### config.mk
export PLATFORM = sky130hd
export DESIGN_NAME = fb_scan_arbiter
export DESIGN_NICKNAME = d
export VERILOG_FILES = /design/src/rtl/fb_scan_pkg.sv /design/src/rtl/fb_timing_gen.sv /design/src/rtl/fb_slot_arbiter.sv /design/src/rtl/fb_pixel_shifter.sv /design/src/rtl/fb_scan_arbiter.sv
export SDC_FILE = /design/constraint.sdc
export NUM_CORES = 1
export LEC_CHECK = 0
export BUFFER_PORTS_ARGS = -buffer_cell sky130_fd_sc_hd__buf_2
export CAP_MARGIN = 10
export CORE_AREA = 5 5 185 187
export DETAILED_ROUTE_END_ITERATION = 7
export DIE_AREA = 0 0 190 192
export PLACE_DENSITY_LB_ADDON = 0.15
export SYNTH_ARGS = -nofsm -noshare
export SYNTH_HDL_FRONTEND = slang
export SYNTH_SLANG_ARGS = --single-unit
### constraint.sdc
create_clock -name clk_i -period 5.8 [get_ports clk_i]
set_clock_uncertainty 0.1 [all_clocks]
set_input_delay 1.45 -clock clk_i [delete_from_list [all_inputs] [get_ports clk_i]]
set_output_delay 1.45 -clock clk_i [all_outputs]
set_load 0.005 [all_outputs]
### src/rtl/fb_scan_pkg.sv
package fb_scan_pkg;
  localparam int PIX_W  = 32;
  localparam int WORD_W = 2 * PIX_W;

  typedef enum logic {
    SLOT_SCAN   = 1'b0,
    SLOT_CLIENT = 1'b1
  } slot_e;
endpackage

### src/rtl/fb_timing_gen.sv
module fb_timing_gen #(
  parameter int H_ACTIVE = 800,
  parameter int H_FP     = 40,
  parameter int H_SYNC   = 128,
  parameter int H_TOTAL  = 1056,
  parameter int V_ACTIVE = 600,
  parameter int V_FP     = 1,
  parameter int V_SYNC   = 4,
  parameter int V_TOTAL  = 628
) (
  input  logic                clk_i,
  input  logic                rst_ni,
  output logic                hsync_o,
  output logic                vsync_o,
  output logic                blank_o,
  output logic                fetch_o,
  output logic                fetch_first_o,
  output fb_scan_pkg::slot_e  slot_o
);
  import fb_scan_pkg::*;

  localparam int HW = $clog2(H_TOTAL);
  localparam int VW = $clog2(V_TOTAL);
  localparam logic [HW-1:0] H_LAST = HW'(H_TOTAL - 1);
  localparam logic [HW-1:0] H_PRE  = HW'(H_TOTAL - 2);
  localparam logic [HW-1:0] H_ACT  = HW'(H_ACTIVE);
  localparam logic [HW-1:0] HS_B   = HW'(H_ACTIVE + H_FP);
  localparam logic [HW-1:0] HS_E   = HW'(H_ACTIVE + H_FP + H_SYNC);
  localparam logic [VW-1:0] V_LAST = VW'(V_TOTAL - 1);
  localparam logic [VW-1:0] V_ACT  = VW'(V_ACTIVE);
  localparam logic [VW-1:0] VS_B   = VW'(V_ACTIVE + V_FP);
  localparam logic [VW-1:0] VS_E   = VW'(V_ACTIVE + V_FP + V_SYNC);

  logic [HW-1:0] h_q, nh;
  logic [VW-1:0] v_q, nv;

  // reset two pixels before frame origin so the first word is prefetched
  always_ff @(posedge clk_i or negedge rst_ni) begin
    if (!rst_ni) begin
      h_q <= H_PRE;
      v_q <= V_LAST;
    end else if (h_q == H_LAST) begin
      h_q <= '0;
      v_q <= (v_q == V_LAST) ? '0 : v_q + 1'b1;
    end else begin
      h_q <= h_q + 1'b1;
    end
  end

  // position shown two cycles from now
  always_comb begin
    nh = h_q + HW'(2);
    nv = v_q;
    if (h_q == H_PRE) begin
      nh = '0;
      nv = (v_q == V_LAST) ? '0 : v_q + 1'b1;
    end
  end

  assign hsync_o       = (h_q >= HS_B) && (h_q < HS_E);
  assign vsync_o       = (v_q >= VS_B) && (v_q < VS_E);
  assign blank_o       = !((h_q < H_ACT) && (v_q < V_ACT));
  assign slot_o        = h_q[0] ? SLOT_CLIENT : SLOT_SCAN;
  assign fetch_o       = !h_q[0] && (nh < H_ACT) && (nv < V_ACT);
  assign fetch_first_o = (nh == '0) && (nv == '0);

  p_line_wrap_r2: assert property (@(posedge clk_i) disable iff (!rst_ni)
    (h_q == H_LAST) |=> (h_q == '0));
  p_vsync_line_start_r3: assert property (@(posedge clk_i) disable iff (!rst_ni)
    !$stable(vsync_o) |-> (h_q == '0));
endmodule

### src/rtl/fb_slot_arbiter.sv
module fb_slot_arbiter (
  input  logic               clk_i,
  input  logic               rst_ni,
  input  fb_scan_pkg::slot_e slot_i,
  input  logic               wrp_req_i,
  input  logic               host_req_i,
  output logic               wrp_gnt_o,
  output logic               host_gnt_o
);
  import fb_scan_pkg::*;

  logic open_slot;
  assign open_slot  = (slot_i == SLOT_CLIENT);
  assign wrp_gnt_o  = open_slot && wrp_req_i;
  assign host_gnt_o = open_slot && host_req_i && !wrp_req_i;

  p_one_grant_r7: assert property (@(posedge clk_i) disable iff (!rst_ni)
    $onehot0({wrp_gnt_o, host_gnt_o}));
  p_grant_odd_r6: assert property (@(posedge clk_i) disable iff (!rst_ni)
    (wrp_gnt_o || host_gnt_o) |-> (slot_i == SLOT_CLIENT));
  p_host_yields_r7: assert property (@(posedge clk_i) disable iff (!rst_ni)
    host_gnt_o |-> !wrp_req_i);
endmodule

### src/rtl/fb_pixel_shifter.sv
module fb_pixel_shifter #(
  parameter int PIX_W = 32
) (
  input  logic               clk_i,
  input  logic               rst_ni,
  input  logic               load_i,
  input  logic [2*PIX_W-1:0] word_i,
  input  logic               shift_i,
  output logic [PIX_W-1:0]   pix_o
);
  logic [2*PIX_W-1:0] sr_q;

  always_ff @(posedge clk_i or negedge rst_ni) begin
    if (!rst_ni)      sr_q <= '0;
    else if (load_i)  sr_q <= word_i;
    else if (shift_i) sr_q <= {{PIX_W{1'b0}}, sr_q[2*PIX_W-1:PIX_W]};
  end

  assign pix_o = sr_q[PIX_W-1:0];

  // load lands after a scan slot, shift at the end of one: never together
  p_load_shift_apart_r5: assert property (@(posedge clk_i) disable iff (!rst_ni)
    !(load_i && shift_i));
endmodule

### src/rtl/fb_scan_arbiter.sv
module fb_scan_arbiter #(
  parameter int H_ACTIVE = 800,
  parameter int H_FP     = 40,
  parameter int H_SYNC   = 128,
  parameter int H_TOTAL  = 1056,
  parameter int V_ACTIVE = 600,
  parameter int V_FP     = 1,
  parameter int V_SYNC   = 4,
  parameter int V_TOTAL  = 628,
  parameter int ADDR_W   = 18
) (
  input  logic                            clk_i,
  input  logic                            rst_ni,
  input  logic                            wrp_req_i,
  input  logic                            wrp_we_i,
  input  logic [ADDR_W-1:0]               wrp_addr_i,
  input  logic [fb_scan_pkg::WORD_W-1:0]  wrp_wdata_i,
  output logic                            wrp_gnt_o,
  output logic                            wrp_rvalid_o,
  output logic [fb_scan_pkg::WORD_W-1:0]  wrp_rdata_o,
  input  logic                            host_req_i,
  input  logic                            host_we_i,
  input  logic [ADDR_W-1:0]               host_addr_i,
  input  logic [fb_scan_pkg::WORD_W-1:0]  host_wdata_i,
  output logic                            host_gnt_o,
  output logic                            host_rvalid_o,
  output logic [fb_scan_pkg::WORD_W-1:0]  host_rdata_o,
  output logic                            mem_en_o,
  output logic                            mem_we_o,
  output logic [ADDR_W-1:0]               mem_addr_o,
  output logic [fb_scan_pkg::WORD_W-1:0]  mem_wdata_o,
  input  logic [fb_scan_pkg::WORD_W-1:0]  mem_rdata_i,
  output logic [fb_scan_pkg::PIX_W-1:0]   pix_o,
  output logic                            hsync_o,
  output logic                            vsync_o,
  output logic                            blank_o
);
  import fb_scan_pkg::*;

  slot_e             slot;
  logic              fetch, fetch_first, fetch_q;
  logic [ADDR_W-1:0] scan_addr_q, scan_addr;
  logic [PIX_W-1:0]  sr_pix;

  fb_timing_gen #(
    .H_ACTIVE(H_ACTIVE), .H_FP(H_FP), .H_SYNC(H_SYNC), .H_TOTAL(H_TOTAL),
    .V_ACTIVE(V_ACTIVE), .V_FP(V_FP), .V_SYNC(V_SYNC), .V_TOTAL(V_TOTAL)
  ) u_timing (
    .clk_i(clk_i), .rst_ni(rst_ni),
    .hsync_o(hsync_o), .vsync_o(vsync_o), .blank_o(blank_o),
    .fetch_o(fetch), .fetch_first_o(fetch_first), .slot_o(slot)
  );

  fb_slot_arbiter u_arb (
    .clk_i(clk_i), .rst_ni(rst_ni), .slot_i(slot),
    .wrp_req_i(wrp_req_i), .host_req_i(host_req_i),
    .wrp_gnt_o(wrp_gnt_o), .host_gnt_o(host_gnt_o)
  );

  fb_pixel_shifter #(.PIX_W(PIX_W)) u_shift (
    .clk_i(clk_i), .rst_ni(rst_ni),
    .load_i(fetch_q), .word_i(mem_rdata_i),
    .shift_i(slot == SLOT_SCAN), .pix_o(sr_pix)
  );

  assign scan_addr = fetch_first ? '0 : scan_addr_q;

  always_ff @(posedge clk_i or negedge rst_ni) begin
    if (!rst_ni) begin
      fetch_q       <= 1'b0;
      scan_addr_q   <= '0;
      wrp_rvalid_o  <= 1'b0;
      host_rvalid_o <= 1'b0;
    end else begin
      fetch_q       <= fetch;
      wrp_rvalid_o  <= wrp_gnt_o && !wrp_we_i;
      host_rvalid_o <= host_gnt_o && !host_we_i;
      if (fetch) scan_addr_q <= scan_addr + 1'b1;
    end
  end

  always_comb begin
    mem_en_o    = fetch || wrp_gnt_o || host_gnt_o;
    mem_we_o    = 1'b0;
    mem_addr_o  = scan_addr;
    mem_wdata_o = '0;
    if (wrp_gnt_o) begin
      mem_we_o    = wrp_we_i;
      mem_addr_o  = wrp_addr_i;
      mem_wdata_o = wrp_wdata_i;
    end else if (host_gnt_o) begin
      mem_we_o    = host_we_i;
      mem_addr_o  = host_addr_i;
      mem_wdata_o = host_wdata_i;
    end
  end

  assign wrp_rdata_o  = mem_rdata_i;
  assign host_rdata_o = mem_rdata_i;
  assign pix_o        = blank_o ? '0 : sr_pix;

  p_scan_read_r6: assert property (@(posedge clk_i) disable iff (!rst_ni)
    fetch |-> (mem_en_o && !mem_we_o && !wrp_gnt_o && !host_gnt_o));
  p_host_rvalid_r9: assert property (@(posedge clk_i) disable iff (!rst_ni)
    host_rvalid_o |-> $past(host_gnt_o && !host_we_i));
  p_wrp_rvalid_r9: assert property (@(posedge clk_i) disable iff (!rst_ni)
    wrp_rvalid_o |-> $past(wrp_gnt_o && !wrp_we_i));
  p_blank_dark_r4: assert property (@(posedge clk_i) disable iff (!rst_ni)
    blank_o |-> (pix_o == '0));
endmodule

Word level (Yosys, flattened, before mapping):

Cells that the tools add are included.

* $add $sub $neg: 4
* order comparisons: 8
* eq/ne operators: 4
* muxes and demuxes: 15
* reductions and logical operators: 20

Operators with widths (count)
* 64-bit two-way mux: 4
* 18-bit two-way mux: 3
* 11-bit by 10-bit less-than comparator with 1-bit output (second input constant): 3
* 32-bit two-way mux: 1
* 10-bit less-than comparator (second input constant): 3
* 11-bit == test (second input constant): 2
* 11-bit two-way mux: 2
* 10-bit two-way mux: 2
* 18-bit by 1-bit adder with 18-bit output (second input constant): 1
* 11-bit by 1-bit adder with 11-bit output (second input constant): 1
* 11-bit by 2-bit adder with 11-bit output (second input constant): 1
* 11-bit by 10-bit >= comparator with 1-bit output (second input constant): 1
* 1-bit logical AND: 11
* 11-bit logical NOT: 1
* 10-bit by 1-bit adder with 10-bit output (second input constant): 1
* 10-bit == test (second input constant): 1
* 10-bit >= comparator (second input constant): 1
* 10-bit logical NOT: 1
* 1-bit logical NOT: 5
* 1-bit two-way mux: 3
* 1-bit logical OR: 2
* 2-bit != test (second input constant): 1

* register bits after elaboration: 106
* output and inout port bits: 251
* word-level logic and storage cells: 58

Longest topological paths before layout:

* depth after elaboration: 8
* gate-level depth with buffers: 20
* depth with buffers taken out: 15

Hierarchy:

Synthesis repeated with hierarchy kept, for this count alone.

* cells, all modules: 960
* area total of the unflattened synthesis: 8219.1 µm²

By module, submodules not included
* fb_scan_arbiter: instances 1, cells each 437, area an instance 3345.7 µm², seq. area each 525.5 µm²
* fb_pixel_shifter: instances 1, cells each 309, area an instance 3083.0 µm², seq. area each 1601.5 µm²
* fb_timing_gen: instances 1, cells each 212, area an instance 1774.2 µm², seq. area each 539.3 µm²
* fb_slot_arbiter: instances 1, cells each 2, area an instance 16.3 µm², seq. area each 0.0 µm²

Least setup slack after synthesis:

OpenSTA, ideal clock, no wires.

* path type: register -> output
* from: reg u_timing.h_q[0]
* to: out mem_addr_o[9]
* data arrival time: 3.188 ns
* required time: 4.250 ns
* slack: 1.062 ns
* stages on the path, launching flop included: 14
* buffers on the path: 4
* cell sequence: dfrtp_1 -> clkbuf_1 -> inv_1 -> clkbuf_1 -> ha_1 -> nand3_1 -> or3_1 -> buf_2 -> a2111oi_4 -> nand3_2 -> a2111oi_4 -> buf_6 -> nor3_1 -> a221o_1

* cells in the longest elaborated chain, start to end: 7
* elaborated cells on any way between the ends: 14
* those cells by class: add/sub (1); eq/ne (1); mux (6); reduce/logical (6)

Ends and longest elaborated chain
* from (decl): RTL line fb_timing_gen.sv:34 `logic [HW-1:0] h_q, nh;`
* from (signal assigned): RTL line fb_timing_gen.sv:46 `h_q <= h_q + 1'b1;`
* 11-bit by 2-bit adder with 11-bit output / 11-bit == test (equally long branches): RTL line fb_timing_gen.sv:52, fb_timing_gen.sv:54
* 11-bit two-way mux / 10-bit two-way mux (equally long branches): RTL line fb_timing_gen.sv:54 `if (h_q == H_PRE) begin`
* 11-bit logical NOT / 10-bit logical NOT (equally long branches): RTL line fb_timing_gen.sv:65 `assign fetch_first_o = (nh == '0) && (nv == '0);`
* 1-bit logical AND: RTL line fb_timing_gen.sv:65
* 18-bit two-way mux: RTL line fb_scan_arbiter.sv:66 `assign scan_addr = fetch_first ? '0 : scan_addr_q;`
* 18-bit two-way mux: RTL line fb_scan_arbiter.sv:91 `end else if (host_gnt_o) begin`
* 18-bit two-way mux *: RTL line fb_scan_arbiter.sv:87 `if (wrp_gnt_o) begin`
* to (decl): RTL line fb_scan_arbiter.sv:30 `output logic [ADDR_W-1:0] mem_addr_o,`

Every way passes the cells marked *; elsewhere a longest branch is shown, timed or not.

Worst setup path after layout:

* from: reg u_timing.v_q[0]
* to: out mem_addr_o[14]

* cells in the longest elaborated chain, start to end: 8
* elaborated cells on any way between the ends: 9
* those cells by class: add/sub (1); eq/ne (1); mux (5); reduce/logical (2)

Ends and longest elaborated chain
* from (decl): RTL line fb_timing_gen.sv:35 `logic [VW-1:0] v_q, nv;`
* from (signal assigned): RTL line fb_timing_gen.sv:44 `v_q <= (v_q == V_LAST) ? '0 : v_q + 1'b1;`
* 10-bit by 1-bit adder with 10-bit output / 10-bit == test (equally long branches): RTL line fb_timing_gen.sv:56 `nv = (v_q == V_LAST) ? '0 : v_q + 1'b1;`
* 10-bit two-way mux: RTL line fb_timing_gen.sv:56
* 10-bit two-way mux *: RTL line fb_timing_gen.sv:54
* 10-bit logical NOT *: RTL line fb_timing_gen.sv:65
* 1-bit logical AND *: RTL line fb_timing_gen.sv:65
* 18-bit two-way mux *: RTL line fb_scan_arbiter.sv:66
* 18-bit two-way mux *: RTL line fb_scan_arbiter.sv:91
* 18-bit two-way mux *: RTL line fb_scan_arbiter.sv:87

Marked as above.

==> out/qor_table.md <==
| Item | Value |
|:---|:---|
| Run status | completed |
| Via density per instance | 4.74 |
| Number of buffers inserted during clock tree synthesis | 9 |
| Final period utilization | 91.5% |
| Total I/O pin count | 485 |
| Detailed-placement wirelength estimate | 30200 µm |
| Proportion of netlist area held by the largest area contributor | 30.7% |
| Horizontal extent of the die | 190 µm |
| Cell area after technology mapping | 7750 µm² |
| Post-detailed-routing wire length | 36900 µm |
| Primary flip-flop cell chosen by synthesis mapping | sky130_fd_sc_hd__dfrtp_1 |
| Number of different library cells in the post-synthesis netlist | 63 |
| Register-to-register setup slack | 1270 ps |
| Unrepaired setup endpoints after global routing | no |
| Residual overflow from global routing | 0 |
| Cell total after placement | 1648 |
| Count of flip-flops with a built-in enable after synthesis | 0 |
| Upper clock frequency limit | 188 MHz |
| H-tree levels | 3 |
| Clock-pin slew reported for the worst setup and hold paths after clock tree synthesis | 80 ps |
| Layout cell share with drive strength beyond 1 | 44.1% |
| Max_slew headroom | 18.5% |
| Source-to-sink clock delay at the later pin of the worst-skew pair | 350 ps |
| Setup repair bufs after CTS | 0 |
| Remaining design rule violation count | 0 |
| Startpoint of the most critical register-to-register path | u_timing.v_q[0]$_DFFE_PN1N_ |
| Reg2Reg Depth | 14 |
| Data required time at the worst endpoint | 4250 ps |
| Initial standard-cell utilization of the core | 24.0% |
| MaxCap Viol Count | 0 |
| Final count of negative-setup-slack endpoints | 0 |
| Antenna Nets Post-Route | 0 |
| GRT Util Overall | 18.9% |
| Average detailed-routed wire length per instance | 22.1 µm |
| Warnings, synthesis | 0 |
| Largest net degree at the start of global routing | 79 |
| Largest fanout on the critical path | 16 |
| Cell chosen for the clock root | sky130_fd_sc_hd__clkbuf_16 |
| Via count of the first global-routing pass | 7570 |
| Crit start category | flip-flop |
| Net count after synthesis | 1147 |
| Number of sinks handled by clock tree synthesis | 106 |
| Vias | 7919 |
| Top cells by area in the synthesized netlist | sky130_fd_sc_hd__dfrtp_1, sky130_fd_sc_hd__buf_4, sky130_fd_sc_hd__a22o_1 |
| Final #Nets | 1460 |
| Overall power consumption | 1.74 mW |
| Cell Count, Final, Fillers Out | 1670 |
| Number of buffers inserted by port buffering | 484 |
| Worst setup endpoint | mem_addr_o[14] |
| Max rail drop VDD | 0.137 mV |
| Fin crit period | 5310 ps |
| Die outline area | 36500 µm² |
| First-pass DRT Iterations | 5 |
| Capture instance of the worst register-to-register path | scan_addr_q[16]$_DFFE_PN0P_ |
| Placer Congestion | 0.919 |
| Critical Path Start | u_timing.v_q[0]$_DFFE_PN1N_ |
| Arrival time at the worst endpoint | 3760 ps |
| Antenna violations before repair | 16 |
| Number of placement rows | 66 |
| Mean instance size in the synthesized netlist | 8.57 µm² |
| Area grow syn2layout | 28.4% |
| Worst Max-Slew Pin Slew | 1220 ps |
| Synthesis-stage register bit count | 106 |
| Maximum clock path buffer count | 2 |
| Core region area | 32300 µm² |
| Standby leakage power | 5.21 nW |
| DRT iter0 DRCs | 510 |
| Final Hold Vio Count | 0 |
| Cell area power density | 175 nW/µm² |
| Count of instances resized after the clock tree is built | 0 |
| Async set-reset flop share out of synthesis | 100% |
| CTS tree | done |
| Hold Path Class | reg -> reg |
| Wire length of the first global-routing pass | 52000 µm |
| Cells after Synth | 904 |
| Final-layout setup total negative slack | 0 ps |
| Cell type with the highest aggregate area in the netlist | sky130_fd_sc_hd__dfrtp_1 |
| Post-synthesis sequential area ratio | 34.4% |
| Finished Core Util | 30.8% |
| Final hold slack | 430 ps |
| Kind of critical path | reg -> out |
| Cts hold-fix bufs | 0 |
| Number of pins with negative max-slew slack in the final report | 0 |
| Endpoint class of the critical path | output port |
| Height of the die | 192 µm |
-- kinds of logic (layout without fill, tap and decap cells) --
family | count (synthesis) | in the layout | share of synthesized area, %
buffers and inverters | 210 | 528 | 16.6
adder cells (fa/ha/maj) | 9 | 9 | 1.45
flip-flops | 106 | 106 | 34.4
AO/OA/AOI/OAI | 246 | 246 | 22.9
XOR/XNOR | 21 | 21 | 2.37
AND/OR/NAND/NOR | 276 | 276 | 17.6
other | 0 | 6 | 0
multiplexers | 36 | 36 | 4.68
-- worst min-delay path by stage --
stage	startpoint	end	slack [ps]	depth (start not counted)
after floorplan	scan_addr_q[0]$_DFFE_PN0P_	scan_addr_q[0]$_DFFE_PN0P_	370	1
after global placement	u_shift.sr_q[40]$_DFFE_PN0P_	u_shift.sr_q[40]$_DFFE_PN0P_	410	2
after detailed placement	u_shift.sr_q[44]$_DFFE_PN0P_	u_shift.sr_q[44]$_DFFE_PN0P_	420	2
after CTS	u_shift.sr_q[44]$_DFFE_PN0P_	u_shift.sr_q[44]$_DFFE_PN0P_	430	2
after global routing	u_shift.sr_q[49]$_DFFE_PN0P_	u_shift.sr_q[49]$_DFFE_PN0P_	440	2
final	u_shift.sr_q[39]$_DFFE_PN0P_	u_shift.sr_q[39]$_DFFE_PN0P_	430	2
-- registers in the layout, summed over array words and instances, names as in the netlist --
name and count:
u_shift.sr_q 64, u_timing.h_q 11, fetch_q 1, host_rvalid_o 1, wrp_rvalid_o 1, u_timing.v_q 10, scan_addr_q 18
-- routing by layer --
metal	track usage [%]	vias to the layer above	wire [µm]
met2	34.3	312	18800
met3	3.85	48	2190
met5	0	-	34
met1	23.2	3838	14800
met4	4.34	6	1040
li1	-	3715	-
-- cells in the final DEF, fill, tap and decap left out, drive strengths merged, types with 11 or more instances in the layout --
cell	count
a21oi	13
a22o	78
and2	38
and3	12
buf	497
dfrtp	95
dfstp	11
inv	20
mux2i	34
nand2	116
nand3	18
nor2	32
nor3	15
o211ai	12
o21ai	83
xnor2	12
-- layout make-up --
class	count	area, µm²
multi-input combinational	588	3830
sequential	106	2670
timing repair buffer	497	2530
clock buffer	10	229
tap	442	553
fill	3500	22300
inverter	15	56.3
antenna	6	15.0
clock inverter	6	53.8
-- synthesized netlist by cell type (all sizes together) (9+ instances only) --
cell    count
a21oi      13
a22o       78
and2       38
and3       12
buf       136
clkbuf     59
dfrtp      95
dfstp      11
ha          9
inv        15
mux2i      34
nand2     116
nand3      18
nand4       9
nor2       32
nor3       15
nor4       10
o211ai     12
o21ai      83
xnor2      12
xor2        9
-- worst max-delay path: stages (launching register included) --
cell and delay, ps:
sky130_fd_sc_hd__dfstp_2 590, sky130_fd_sc_hd__ha_1 300, sky130_fd_sc_hd__nand3_1 260, sky130_fd_sc_hd__nor4_2 370
sky130_fd_sc_hd__o21ai_0 200, sky130_fd_sc_hd__a2111o_1 490, sky130_fd_sc_hd__a2111o_1 670, sky130_fd_sc_hd__a21oi_1 250
sky130_fd_sc_hd__a21oi_1 60, sky130_fd_sc_hd__buf_2 220
-- report_power, final --
group          leakage (nW)  switching [mW]  internal [mW]  total (mW)
sequential             1.35         0.00516          0.751       0.757
combinational          3.72           0.190          0.179       0.370
clock                 0.136           0.310          0.302       0.612
-- metrics by stage --
step | setup WS [ps] | instance area [µm²]
finish | 494 | 9950
global route | 225 | 9940
CTS | 466 | 9930
detailed placement | 878 | 9650
global placement | 927 | 9650
floorplan | 1060 | 7750
(Power assumes the default switching activity.)
